$ cat src/rtl/bytelink_pkg.sv
package bytelink_pkg;

    typedef enum logic [2:0] {
        ST_IDLE,
        ST_AREQ,
        ST_AREL,
        ST_SPULSE,
        ST_DRAIN,
        ST_DONE
    } blk_state_e;

endpackage

$ cat src/rtl/bytelink_ackedge.sv
module bytelink_ackedge (
    input  logic clk,
    input  logic rst_n,
    input  logic ack_i,
    output logic rise_o
);

    logic ack_q;

    always_ff @(posedge clk or negedge rst_n) begin
        if (!rst_n) ack_q <= 1'b0;
        else        ack_q <= ack_i;
    end

    // A new acknowledge is a high level that was low one cycle earlier.
    assign rise_o = ack_i & ~ack_q;

endmodule

$ cat src/rtl/bytelink_credit.sv
module bytelink_credit #(
    parameter int CW = 4
) (
    input  logic          clk,
    input  logic          rst_n,
    input  logic          inc_i,
    input  logic          dec_i,
    output logic [CW-1:0] cnt_o,
    output logic          zero_o
);

    logic [CW-1:0] cnt_q;
    logic          dec_ok;

    // A decrement is honoured only when something is outstanding (no underflow).
    assign dec_ok = dec_i && (cnt_q != '0);

    always_ff @(posedge clk or negedge rst_n) begin
        if (!rst_n) begin
            cnt_q <= '0;
        end else begin
            unique case ({inc_i, dec_ok})
                2'b10:   cnt_q <= cnt_q + CW'(1);
                2'b01:   cnt_q <= cnt_q - CW'(1);
                default: cnt_q <= cnt_q;
            endcase
        end
    end

    assign cnt_o  = cnt_q;
    assign zero_o = (cnt_q == '0);

endmodule

$ cat src/rtl/bytelink_window.sv
module bytelink_window #(
    parameter int MAX_OFFSET = 8,
    parameter int OW         = 4
) (
    input  logic          sync_en,
    input  logic [OW-1:0] offset_i,
    input  logic [OW-1:0] cnt_i,
    output logic          sync_now,
    output logic          has_room
);

    localparam logic [OW-1:0] CAP = OW'(MAX_OFFSET);

    logic [OW-1:0] eff;

    always_comb begin
        eff      = (offset_i > CAP) ? CAP : offset_i;
        sync_now = sync_en && (offset_i != '0);
        has_room = (cnt_i < eff);
    end

endmodule

$ cat src/rtl/bytelink_seq.sv
module bytelink_seq
    import bytelink_pkg::*;
#(
    parameter int DATA_W = 8
) (
    input  logic              clk,
    input  logic              rst_n,
    input  logic              src_valid,
    input  logic [DATA_W-1:0] src_data,
    input  logic              src_last,
    input  logic              sync_now,
    input  logic              has_room,
    input  logic              ack_lvl,
    input  logic              cnt_zero,
    output logic              src_ready,
    output logic [DATA_W-1:0] bus_data,
    output logic              bus_req,
    output logic              xfer_done,
    output logic              pulse_sent
);

    blk_state_e        st_q, st_d;
    logic [DATA_W-1:0] data_q;
    logic              last_q;
    logic              wsync_q;
    logic              take;

    assign take = src_valid && src_ready;

    // State register
    always_ff @(posedge clk or negedge rst_n) begin
        if (!rst_n) st_q <= ST_IDLE;
        else        st_q <= st_d;
    end

    // Byte holding register and style chosen at acceptance
    always_ff @(posedge clk or negedge rst_n) begin
        if (!rst_n) begin
            data_q  <= '0;
            last_q  <= 1'b0;
            wsync_q <= 1'b0;
        end else if (take) begin
            data_q  <= src_data;
            last_q  <= src_last;
            wsync_q <= sync_now;
        end
    end

    // Next-state logic
    always_comb begin
        st_d = st_q;
        unique case (st_q)
            ST_IDLE:   if (take) st_d = sync_now ? ST_SPULSE : ST_AREQ;
            ST_AREQ:   if (ack_lvl) st_d = ST_AREL;
            ST_AREL:   if (!ack_lvl) st_d = last_q ? ST_DONE : ST_IDLE;
            ST_SPULSE: st_d = last_q ? ST_DRAIN : ST_IDLE;
            ST_DRAIN:  if (cnt_zero) st_d = ST_DONE;
            ST_DONE:   st_d = ST_IDLE;
            default:   st_d = ST_IDLE;
        endcase
    end

    // Outputs
    always_comb begin
        src_ready  = 1'b0;
        bus_req    = 1'b0;
        xfer_done  = 1'b0;
        pulse_sent = 1'b0;
        unique case (st_q)
            ST_IDLE:   src_ready = !sync_now || has_room;
            ST_AREQ:   bus_req = 1'b1;
            ST_AREL:   bus_req = 1'b0;
            ST_SPULSE: begin
                bus_req    = 1'b1;
                pulse_sent = wsync_q;
            end
            ST_DRAIN:  bus_req = 1'b0;
            ST_DONE:   xfer_done = 1'b1;
            default:   bus_req = 1'b0;
        endcase
    end

    assign bus_data = data_q;

endmodule

$ cat src/rtl/bytelink_tx.sv
module bytelink_tx #(
    parameter int DATA_W     = 8,
    parameter int MAX_OFFSET = 8
) (
    input  logic                                 clk,
    input  logic                                 rst_n,
    input  logic                                 src_valid,
    input  logic [DATA_W-1:0]                    src_data,
    input  logic                                 src_last,
    output logic                                 src_ready,
    output logic [DATA_W-1:0]                    bus_data,
    output logic                                 bus_req,
    input  logic                                 bus_ack,
    input  logic                                 sync_en,
    input  logic [$clog2(MAX_OFFSET+1)-1:0]      sync_offset,
    output logic                                 xfer_done,
    output logic [$clog2(MAX_OFFSET+1)-1:0]      outstanding
);

    localparam int OFF_W = $clog2(MAX_OFFSET + 1);

    logic             ack_rise;
    logic             pulse_sent;
    logic             cnt_zero;
    logic             sync_now;
    logic             has_room;
    logic [OFF_W-1:0] cnt;

    bytelink_ackedge u_edge (
        .clk    (clk),
        .rst_n  (rst_n),
        .ack_i  (bus_ack),
        .rise_o (ack_rise)
    );

    bytelink_credit #(.CW(OFF_W)) u_credit (
        .clk    (clk),
        .rst_n  (rst_n),
        .inc_i  (pulse_sent),
        .dec_i  (ack_rise),
        .cnt_o  (cnt),
        .zero_o (cnt_zero)
    );

    bytelink_window #(.MAX_OFFSET(MAX_OFFSET), .OW(OFF_W)) u_window (
        .sync_en  (sync_en),
        .offset_i (sync_offset),
        .cnt_i    (cnt),
        .sync_now (sync_now),
        .has_room (has_room)
    );

    bytelink_seq #(.DATA_W(DATA_W)) u_seq (
        .clk        (clk),
        .rst_n      (rst_n),
        .src_valid  (src_valid),
        .src_data   (src_data),
        .src_last   (src_last),
        .sync_now   (sync_now),
        .has_room   (has_room),
        .ack_lvl    (bus_ack),
        .cnt_zero   (cnt_zero),
        .src_ready  (src_ready),
        .bus_data   (bus_data),
        .bus_req    (bus_req),
        .xfer_done  (xfer_done),
        .pulse_sent (pulse_sent)
    );

    assign outstanding = cnt;

endmodule

$ cat config.mk
export PLATFORM = sky130hd
export DESIGN_NAME = bytelink_tx
export DESIGN_NICKNAME = d
export VERILOG_FILES = /design/src/rtl/bytelink_pkg.sv /design/src/rtl/bytelink_ackedge.sv /design/src/rtl/bytelink_credit.sv /design/src/rtl/bytelink_window.sv /design/src/rtl/bytelink_seq.sv /design/src/rtl/bytelink_tx.sv
export SDC_FILE = /design/constraint.sdc
export NUM_CORES = 1
export LEC_CHECK = 0
export BUFFER_PORTS_ARGS = -buffer_cell sky130_fd_sc_hd__buf_2
export CAP_MARGIN = 20
export CELL_PAD_IN_SITES_DETAIL_PLACEMENT = 0
export CELL_PAD_IN_SITES_GLOBAL_PLACEMENT = 1
export CORE_UTILIZATION = 34
export DETAILED_ROUTE_END_ITERATION = 6
export GPL_ROUTABILITY_DRIVEN = 1
export MAX_ROUTING_LAYER = met4
export PLACE_DENSITY = 0.69
export SYNTH_ARGS = -nofsm -noshare
export SYNTH_HDL_FRONTEND = slang
export SYNTH_HIERARCHICAL = 1
export SYNTH_SLANG_ARGS = --single-unit
export TNS_END_PERCENT = 10
$ cat constraint.sdc
create_clock -name clk -period 7.44 [get_ports clk]
set_clock_uncertainty 0.2 [all_clocks]
set_input_delay 0.744 -clock clk [delete_from_list [all_inputs] [get_ports clk]]
set_output_delay 0.744 -clock clk [all_outputs]
set_load 0.01 [all_outputs]
==> impl.org, run 1 <==
** Floorplan
- Total Die Area :: 3530 sq um
- Initial Util :: 36.1%
- Floorplan row count :: 20
- Pin placement for this block handled 33 I/O pins.
- Floorplan die height :: 59.4 um
- Core box area :: 3100 sq um
- From left edge to right edge, the die measures 59.4 um.

** Clock network
- Clk buf depth :: 2
- Clock-pin slew was measured on the worst setup and hold paths at 0.09 ns.
- CTS tree :: yes
- Clock tree synthesis found a total of 18 sinks.
- The later pin in the worst-skew pair is clocked with a latency of 0.28 ns.
- H-tree depth :: 1
- CTS placed an instance of sky130_fd_sc_hd__clkbuf_4 at the clock tree root.
- Cts bufs inserted :: 3
- The number of gates resized after CTS was 0.
- Hold-fix buffers, CTS :: 0
- After clock tree synthesis, the setup repair step added 0 buffers.

** Finish
- Summing all flip-flop and latch instances after layout gives 450 sq um.
- Antenna diode count :: 0
- Final core utilization :: 42.8%
- Nets :: 152
- Ratio of cells with drive above 1 in the final layout :: 41.6%
- Compared with the post-synthesis result, the final layout area differs by 18.5%.
- Area taken by multi-input logic gates :: 618 sq um
- Number of fill cells :: 321
- Post-route design area :: 1330 sq um

** Routing
- After detailed routing, the total wire length is 2030 um.
- Vias per cell :: 4.83
- Before antenna repair, the detailed router went through 4 iterations.
- For this run, design rule violations remaining after detail routing come to 0.
- Per-cell routed wire length :: 12.0 um
- In this run, the number of DRC markers left after iteration 0 of detailed routing was 16.
- Once detail routing completed, the nets flagged for antenna violations numbered 0.
- Vias after detailed routing :: 816

** Timing
- At the pin with the least slew margin, the transition time is 0.481 ns.
- Final worst path period share :: 42.9%
- Setup Total Neg Slack :: 0 ns
- Max-slew violation count :: 0
- The final hold violation count was 0.
- Setup repair after global routing left no endpoint under its margin.
- Fmax achieved :: 313 MHz
- Relative slew margins :: 67.8%
- Setup violations remaining at the end of the flow were counted as 0.
- For the finished layout, the period the worst path requires is 3.19 ns.

** Critical path
- Cell count of the worst reg-to-reg path :: 8
- Critical path data arrival time :: 2.25 ns
- Destination of the worst register-to-register timing path :: u_credit/cnt_o[3]
- Startpoint class of the critical path :: input pin
- The slowest stage of the critical path belongs to the cell sky130_fd_sc_hd__nor4b_2.
- At the worst endpoint, the required time is 6.50 ns.
- Worst path buffer plus inverter count :: 3
- The most numerous cell type found on the critical path is sky130_fd_sc_hd__buf_2.
- The largest single stage delay on the critical path is 0.25 ns.
- Critical register-to-register path startpoint :: u_seq/st_q[0]
- Nature of the critical path endpoint :: output port
- Cell family with the largest share of critical-path delay :: simple AND/OR/NAND/NOR gates
- Flop2flop setup slack :: 4.68 ns
- The critical path crosses 10 cells after its start point.
- The setup path with the least slack is of type in -> out.
- In this run the worst path has a maximum fanout of 3.
- The signal on the critical path passes through buf_2, inv_1, nand2_1, ha_1, nor4b_2, o21bai_1, a21oi_1, nand2b_1, and3b_4, buf_2.

** Synth
- Summed over all instances, the cell type with the most area after synthesis is sky130_fd_sc_hd__dfrtp_1.
- Leading post-synthesis cells by cell area :: sky130_fd_sc_hd__dfrtp_1, sky130_fd_sc_hd__mux2_4, sky130_fd_sc_hd__ha_1
- Synthesized cell area :: 1120 sq um
- Counting flops and latches in the post-synthesis netlist gives 18.
- After synthesis, the mean cell area works out to 12.1 sq um.
- Counting every instance in the synthesized netlist gives 93.
- Sequential area share after synthesis :: 40.2%
- Count of distinct cell types in the synthesized netlist :: 38
- After synthesis, the share of flip-flops with an asynchronous set or reset is 100%.
- Top cell type's share of synthesized area :: 40.2%
- Number of enable flip-flop cells after synthesis :: 0
- Ranked by instance count, the synthesized netlist is headed by sky130_fd_sc_hd__dfrtp_1, sky130_fd_sc_hd__mux2_4, sky130_fd_sc_hd__ha_1, sky130_fd_sc_hd__inv_1.
- When the netlist entered floorplanning its net count stood at 118.
- Library cell with the highest instance count after synthesis :: sky130_fd_sc_hd__dfrtp_1
- The Yosys step of the flow raised 6 warnings.
- Among all flip-flop cells after synthesis, the most frequent one is sky130_fd_sc_hd__dfrtp_1.

** Pwr
- In this run the static leakage power is 0.640 nW.
- Of the total power, the clock network draws 8.7%.
- Power density over the cells :: 396 nW/um^2
- Switching Share :: 39.3%
- Internal power comes to 0.319 mW.
- Combinational cell fraction of total power :: 53.4%
- Sequential group share of total power :: 37.9%
- For this design the total switching power over the nets is 0.206 mW.
- Maximum vdd drop :: 0.000154 V

** Placed design
- Detailed placement ended at an HPWL of 1570 um.
- Buffers added on ports :: 32
- Summing all placed instances gives a cell area of 1310 sq um.
- At the end of routability-driven placement, the weighted congestion stood at 0.684.

** Global route
- Total global routing track utilization :: 13.7%
- The first global-routing pass estimated 3480 um of wire.
- Pin count of the biggest net entering global routing :: 19
- For this run the aggregate overflow at the end of global routing stands at 0.
- Number of antenna violations at the first check in global routing :: 0
- The via count of the first global-routing pass came to 808.

** Run
- Max-cap violations :: 0

** Run status
- The flow ran to the end, and the final reports show no timing, DRC or antenna violations.

** Min path
- The worst hold path belongs to the class in -> async.
## placed cells by master (no fill, tap or decap), types with 2 or more instances in the layout
cell / n
sky130_fd_sc_hd__clkbuf_4: 3
sky130_fd_sc_hd__buf_2: 32
sky130_fd_sc_hd__nor2_1: 2
sky130_fd_sc_hd__mux2_4: 10
sky130_fd_sc_hd__nand2_1: 4
sky130_fd_sc_hd__nand2b_1: 2
sky130_fd_sc_hd__a21oi_1: 3
sky130_fd_sc_hd__nor3b_1: 4
sky130_fd_sc_hd__nor2b_1: 4
sky130_fd_sc_hd__inv_1: 6
sky130_fd_sc_hd__nand3_1: 3
sky130_fd_sc_hd__dfrtp_1: 18
sky130_fd_sc_hd__ha_1: 6
sky130_fd_sc_hd__o21ai_0: 3
sky130_fd_sc_hd__a211oi_1: 2
## sequential cells by signal, summed over array words and instances (netlist names)
register,flops
u_seq/st_q,3
u_seq/wsync_q,1
u_seq/last_q,1
u_credit/cnt_o,4
u_seq/bus_data,8
u_edge/ack_q,1
## power by group through the flow
stage | clock network [mW] | logic [mW] | registers, mW
floorplan | 0 | 0.215 | 0.196
global placement | 0 | 0.278 | 0.200
detailed placement | 0 | 0.286 | 0.199
CTS | 0.0488 | 0.284 | 0.200
global route | 0.0531 | 0.309 | 0.209
finish | 0.0457 | 0.280 | 0.199
## cell families (layout without fill, tap and decap cells)
logic type	after synthesis	count (layout)	share of synthesized area, %
fa+ha+maj	7	7	8.48
buf+inv	9	41	4.69
xor+xnor	2	2	1.56
mux	12	12	15.3
flops	18	18	40.2
compound gates	16	16	10.6
simple gates	29	29	19.2
## worst max path at each step
stage	end	slack [ns]	startpoint
2_1_floorplan	src_ready	4.59	sync_offset[3]
3_3_place_gp	src_ready	4.29	sync_offset[3]
3_5_place_dp	src_ready	4.23	sync_offset[3]
4_1_cts	src_ready	4.23	sync_offset[3]
5_1_grt	src_ready	4.04	sync_offset[3]
6_report	src_ready	4.25	sync_offset[3]
## metrics by stage
stage | std cells | setup slack, ns | total power [mW] | hold slack [ns]
CTS | 169 | 4.23 | 0.533 | 0.180
finish | 169 | 4.25 | 0.526 | 0.174
global placement | 166 | 4.29 | 0.478 | 0.291
detailed placement | 166 | 4.23 | 0.485 | 0.287
floorplan | 93 | 4.59 | 0.411 | 0.248
global route | 169 | 4.04 | 0.572 | 0.184
## layout make-up
class,instances,area share (%)
multi-input combinational,66,46.5
sequential,18,33.9
timing repair buffer,32,12.1
tap,44,4.14
clock buffer,3,1.69
inverter,6,1.69
## worst register-to-register path, cell delays in order (launching register included)
cell and delay, ns:
sky130_fd_sc_hd__dfrtp_1 0.53, sky130_fd_sc_hd__nor2b_1 0.26, sky130_fd_sc_hd__and3_1 0.18, sky130_fd_sc_hd__inv_1 0.04, sky130_fd_sc_hd__ha_1 0.30, sky130_fd_sc_hd__ha_1 0.39, sky130_fd_sc_hd__or4b_1 0.52, sky130_fd_sc_hd__o311ai_1 0.10
sky130_fd_sc_hd__o211ai_1 0.12
## layer usage
metal	part of all wire (%)	wire, um	global-route usage, %	vias up
li1	-	-	-	405
met1	48	973	17.6	384
met2	45	923	21.0	25
met3	5.5	111	3.28	2
met4	1.0	21	5.10	0
met5	0	0	-	-
Power figures use the tool's default switching activity.
==> inputs of run 2 (changes only) <==
clock period = 3.05 ns   (was 7.44 ns; I/O delays follow)
==> impl.org, run 2 (synthesized netlist as in run 1, its figures left out) <==
** Placed design
- The pre-CTS worst setup slack is 0.378 ns (was 4.23 ns).
- Area of placed instances :: 1310 sq um (about the same)
- Final RePlAce weighted congestion :: 0.800 (was 0.684)
- Buffers added on ports :: 32 (unchanged)
- Detailed placement HPWL :: 1640 um (was 1570 um)

** Pwr
- The relative contribution of the clock network to total power was 11.1% (was 8.7%).
- Switching power :: 0.517 mW (was 0.206 mW)
- The sequential power share came to 35.4% (was 37.9%).
- The fraction of power consumed by combinational cells came to 53.5% (was 53.4%).
- Maximum vdd drop :: 0.000376 V (was 0.000154 V)
- Power density over the cells :: 973 nW/um^2 (was 396 nW/um^2)
- The internal power contribution is 0.815 mW (was 0.319 mW).
- Standby leakage power :: 0.660 nW (was 0.640 nW)
- Switching Share :: 38.8% (was 39.3%)

** Finish
- Commonest non-fill, non-tap cells in the layout :: sky130_fd_sc_hd__buf_2, sky130_fd_sc_hd__dfrtp_1, sky130_fd_sc_hd__mux2_4, sky130_fd_sc_hd__inv_1, sky130_fd_sc_hd__ha_1 (unchanged)
- Number of fill cells :: 321 (unchanged)
- The number of flip-flops in the largest register is 8 (unchanged).
- Post-route design area :: 1370 sq um (was 1330 sq um)
- Area growth from synthesis to layout :: 22.2% (was 18.5%)
- Final core utilization :: 44.2% (was 42.8%)
- Area taken by flip-flops and latches :: 450 sq um (unchanged)
- The commonest non-fill, non-tap cell in the layout was sky130_fd_sc_hd__buf_2 (unchanged).
- Antenna diode count :: 0 (unchanged)
- Ratio of cells with drive above 1 in the final layout :: 41.9% (was 41.6%)
- The final layout net count was 155 (was 152).
- Area taken by multi-input logic gates :: 618 sq um (unchanged)

** Clock network
- The TritonCTS clock tree is yes (unchanged).
- Cts bufs inserted :: 3 (unchanged)
- H-tree depth :: 1 (unchanged)
- The clock sink count was 18 (unchanged).
- The CTS root buffer was sky130_fd_sc_hd__clkbuf_4 (unchanged).
- The maximum root-to-sink buffer count is 2 (unchanged).
- The cts-stage hold buffer count was 2 (was 0).
- Setup bufs post-CTS :: 0 (unchanged)
- The insertion delay of the later-clocked pin in the worst-skew pair is 0.29 ns (was 0.28 ns).
- The count of cells resized by post-cts repair was 0 (unchanged).
- The clock input transition at the sequential cells of the worst setup and hold paths came to 0.11 ns (was 0.09 ns).

** Timing
- Crit path time final :: 2.73 ns
- Count of endpoints failing setup in the final report :: 0 (unchanged)
- Setup WS post-layout :: 0.319 ns (was 4.25 ns)
- Fmax achieved :: 366 MHz
- Relative slew margins :: 71.6% (was 67.8%)
- RSZ-0062 raised after global routing: no (unchanged).
- The number of slew-limit violations in the final report was 0 (unchanged).
- Final number of hold-violating endpoints :: 0 (unchanged)
- Final worst path period share :: 89.5%
- Slew at the pin closest to its max-slew limit :: 0.424 ns (was 0.481 ns)
- The post-route setup TNS came to 0 ns (unchanged).

** Global route
- The first-pass GRT wire length came to 3510 um (was 3480 um).
- The via count of the first global-routing pass is 783 (was 808).
- The number of antenna violations at the first check in global routing came to 0 (unchanged).
- The global router's overall resource usage is 14.0% (was 13.7%).
- The total overflow reported by the global router came to 0 (unchanged).
- The maximum number of pins on one net before global-route repair was 19 (unchanged).

** Floorplan
- Die span in x :: 59.4 um (unchanged)
- The starting utilization of the core area is 36.1% (unchanged).
- Floorplan row count :: 20 (unchanged)
- The total die area is 3530 sq um (unchanged).
- Floorplan die height :: 59.4 um (unchanged)
- The count of boundary I/O pins was 33 (unchanged).
- Core box area :: 3100 sq um (unchanged)

** Critical path
- Required time worst endpoint :: 3.03 ns (was 6.50 ns)
- The highest fanout seen on the critical path came to 9 (was 3).
- The data arrival at the endpoint of the critical path is 2.71 ns (was 2.25 ns).
- Startpoint class of the critical path :: input pin (unchanged)
- Nature of the critical path endpoint :: register (was output port)
- The type of the worst setup path is in -> reg (was in -> out).

** Routing
- Vias per cell :: 4.76 (was 4.83)
- The average detailed-routed wire length per instance is 12.5 um (was 12.0 um).
- The remaining antenna violation count is 0 (unchanged).
- The aggregate routed wire length was 2150 um (was 2030 um).
- The total DRC errors in the routed layout was 0 (unchanged).
- The number of detailed-route iterations in the first pass is 4 (unchanged).
- Vias after detailed routing :: 824 (was 816)
- The number of DRC markers after the initial detailed-route iteration came to 16 (unchanged).

** Run
- The number of maximum-capacitance constraint violations is 0 (unchanged).

** Run status
- Status: finished clean (unchanged).

** Min path
- The type of the most critical hold path is in -> reg (was in -> async).
-- run 2: worst max-delay path, stage by stage --
cell                            delay [ns]
sky130_fd_sc_hd__dlygate4sd3_1        0.54
sky130_fd_sc_hd__buf_2                0.16
sky130_fd_sc_hd__nor2b_4              0.13
sky130_fd_sc_hd__nor2b_1              0.12
sky130_fd_sc_hd__ha_1                 0.32
sky130_fd_sc_hd__ha_1                 0.34
sky130_fd_sc_hd__or4b_1               0.54
sky130_fd_sc_hd__o311ai_1             0.12
sky130_fd_sc_hd__o211ai_1             0.12
-- run 2: stage by stage --
step / cells / total power, mW / hold WS, ns
finish: 173 / 1.33 / 0.0345
global route: 173 / 1.44 / 0.0240
CTS: 173 / 1.35 / 0.0229
detailed placement: 167 / 1.19 / 0.0639
global placement: 167 / 1.18 / 0.0663
floorplan: 93 / 1.00 / -0.191
-- run 2: power groups by stage --
stage	clock, mW	combinational, mW	sequential, mW
2_1_floorplan	0	0.525	0.478
5_1_grt	0.164	0.785	0.494
4_1_cts	0.155	0.721	0.473
3_3_place_gp	0	0.707	0.471
3_5_place_dp	0	0.718	0.474
6_report	0.148	0.713	0.472
-- run 2: final cells by class --
type | count | area share, %
Clock buffer | 4 | 2.65
Multi-Input combinational cell | 66 | 45.1
Inverter | 6 | 1.64
Tap cell | 44 | 4.02
Sequential cell | 18 | 32.9
Timing Repair Buffer | 35 | 13.7
-- run 2: final timing paths --
kind | start | to | slack [ns] | cells after the start
worst min register to register | u_seq/last_q | u_seq/last_q | 0.31 | 1
worst max-delay path | bus_ack | u_credit/cnt_o[3] | 0.32 | 9
min in group asynchronous | rst_n | u_seq/st_q[1] | 0.26 | 2
max in group asynchronous | rst_n | u_credit/cnt_o[1] | 2.10 | 2
worst min-delay path | src_data[4] | u_seq/bus_data[4] | 0.03 | 2
worst max register to register | u_seq/st_q[0] | u_credit/cnt_o[3] | 0.34 | 8
-- run 2: layer usage --
| metal | track usage, % | up-vias | wire length, um |
|---|---|---|---|
| li1 | - | 415 | - |
| met1 | 17.6 | 378 | 1050 |
| met2 | 21.5 | 29 | 958 |
| met3 | 2.18 | 2 | 135 |
| met4 | 7.14 | 0 | 15 |
| met5 | - | - | 0 |
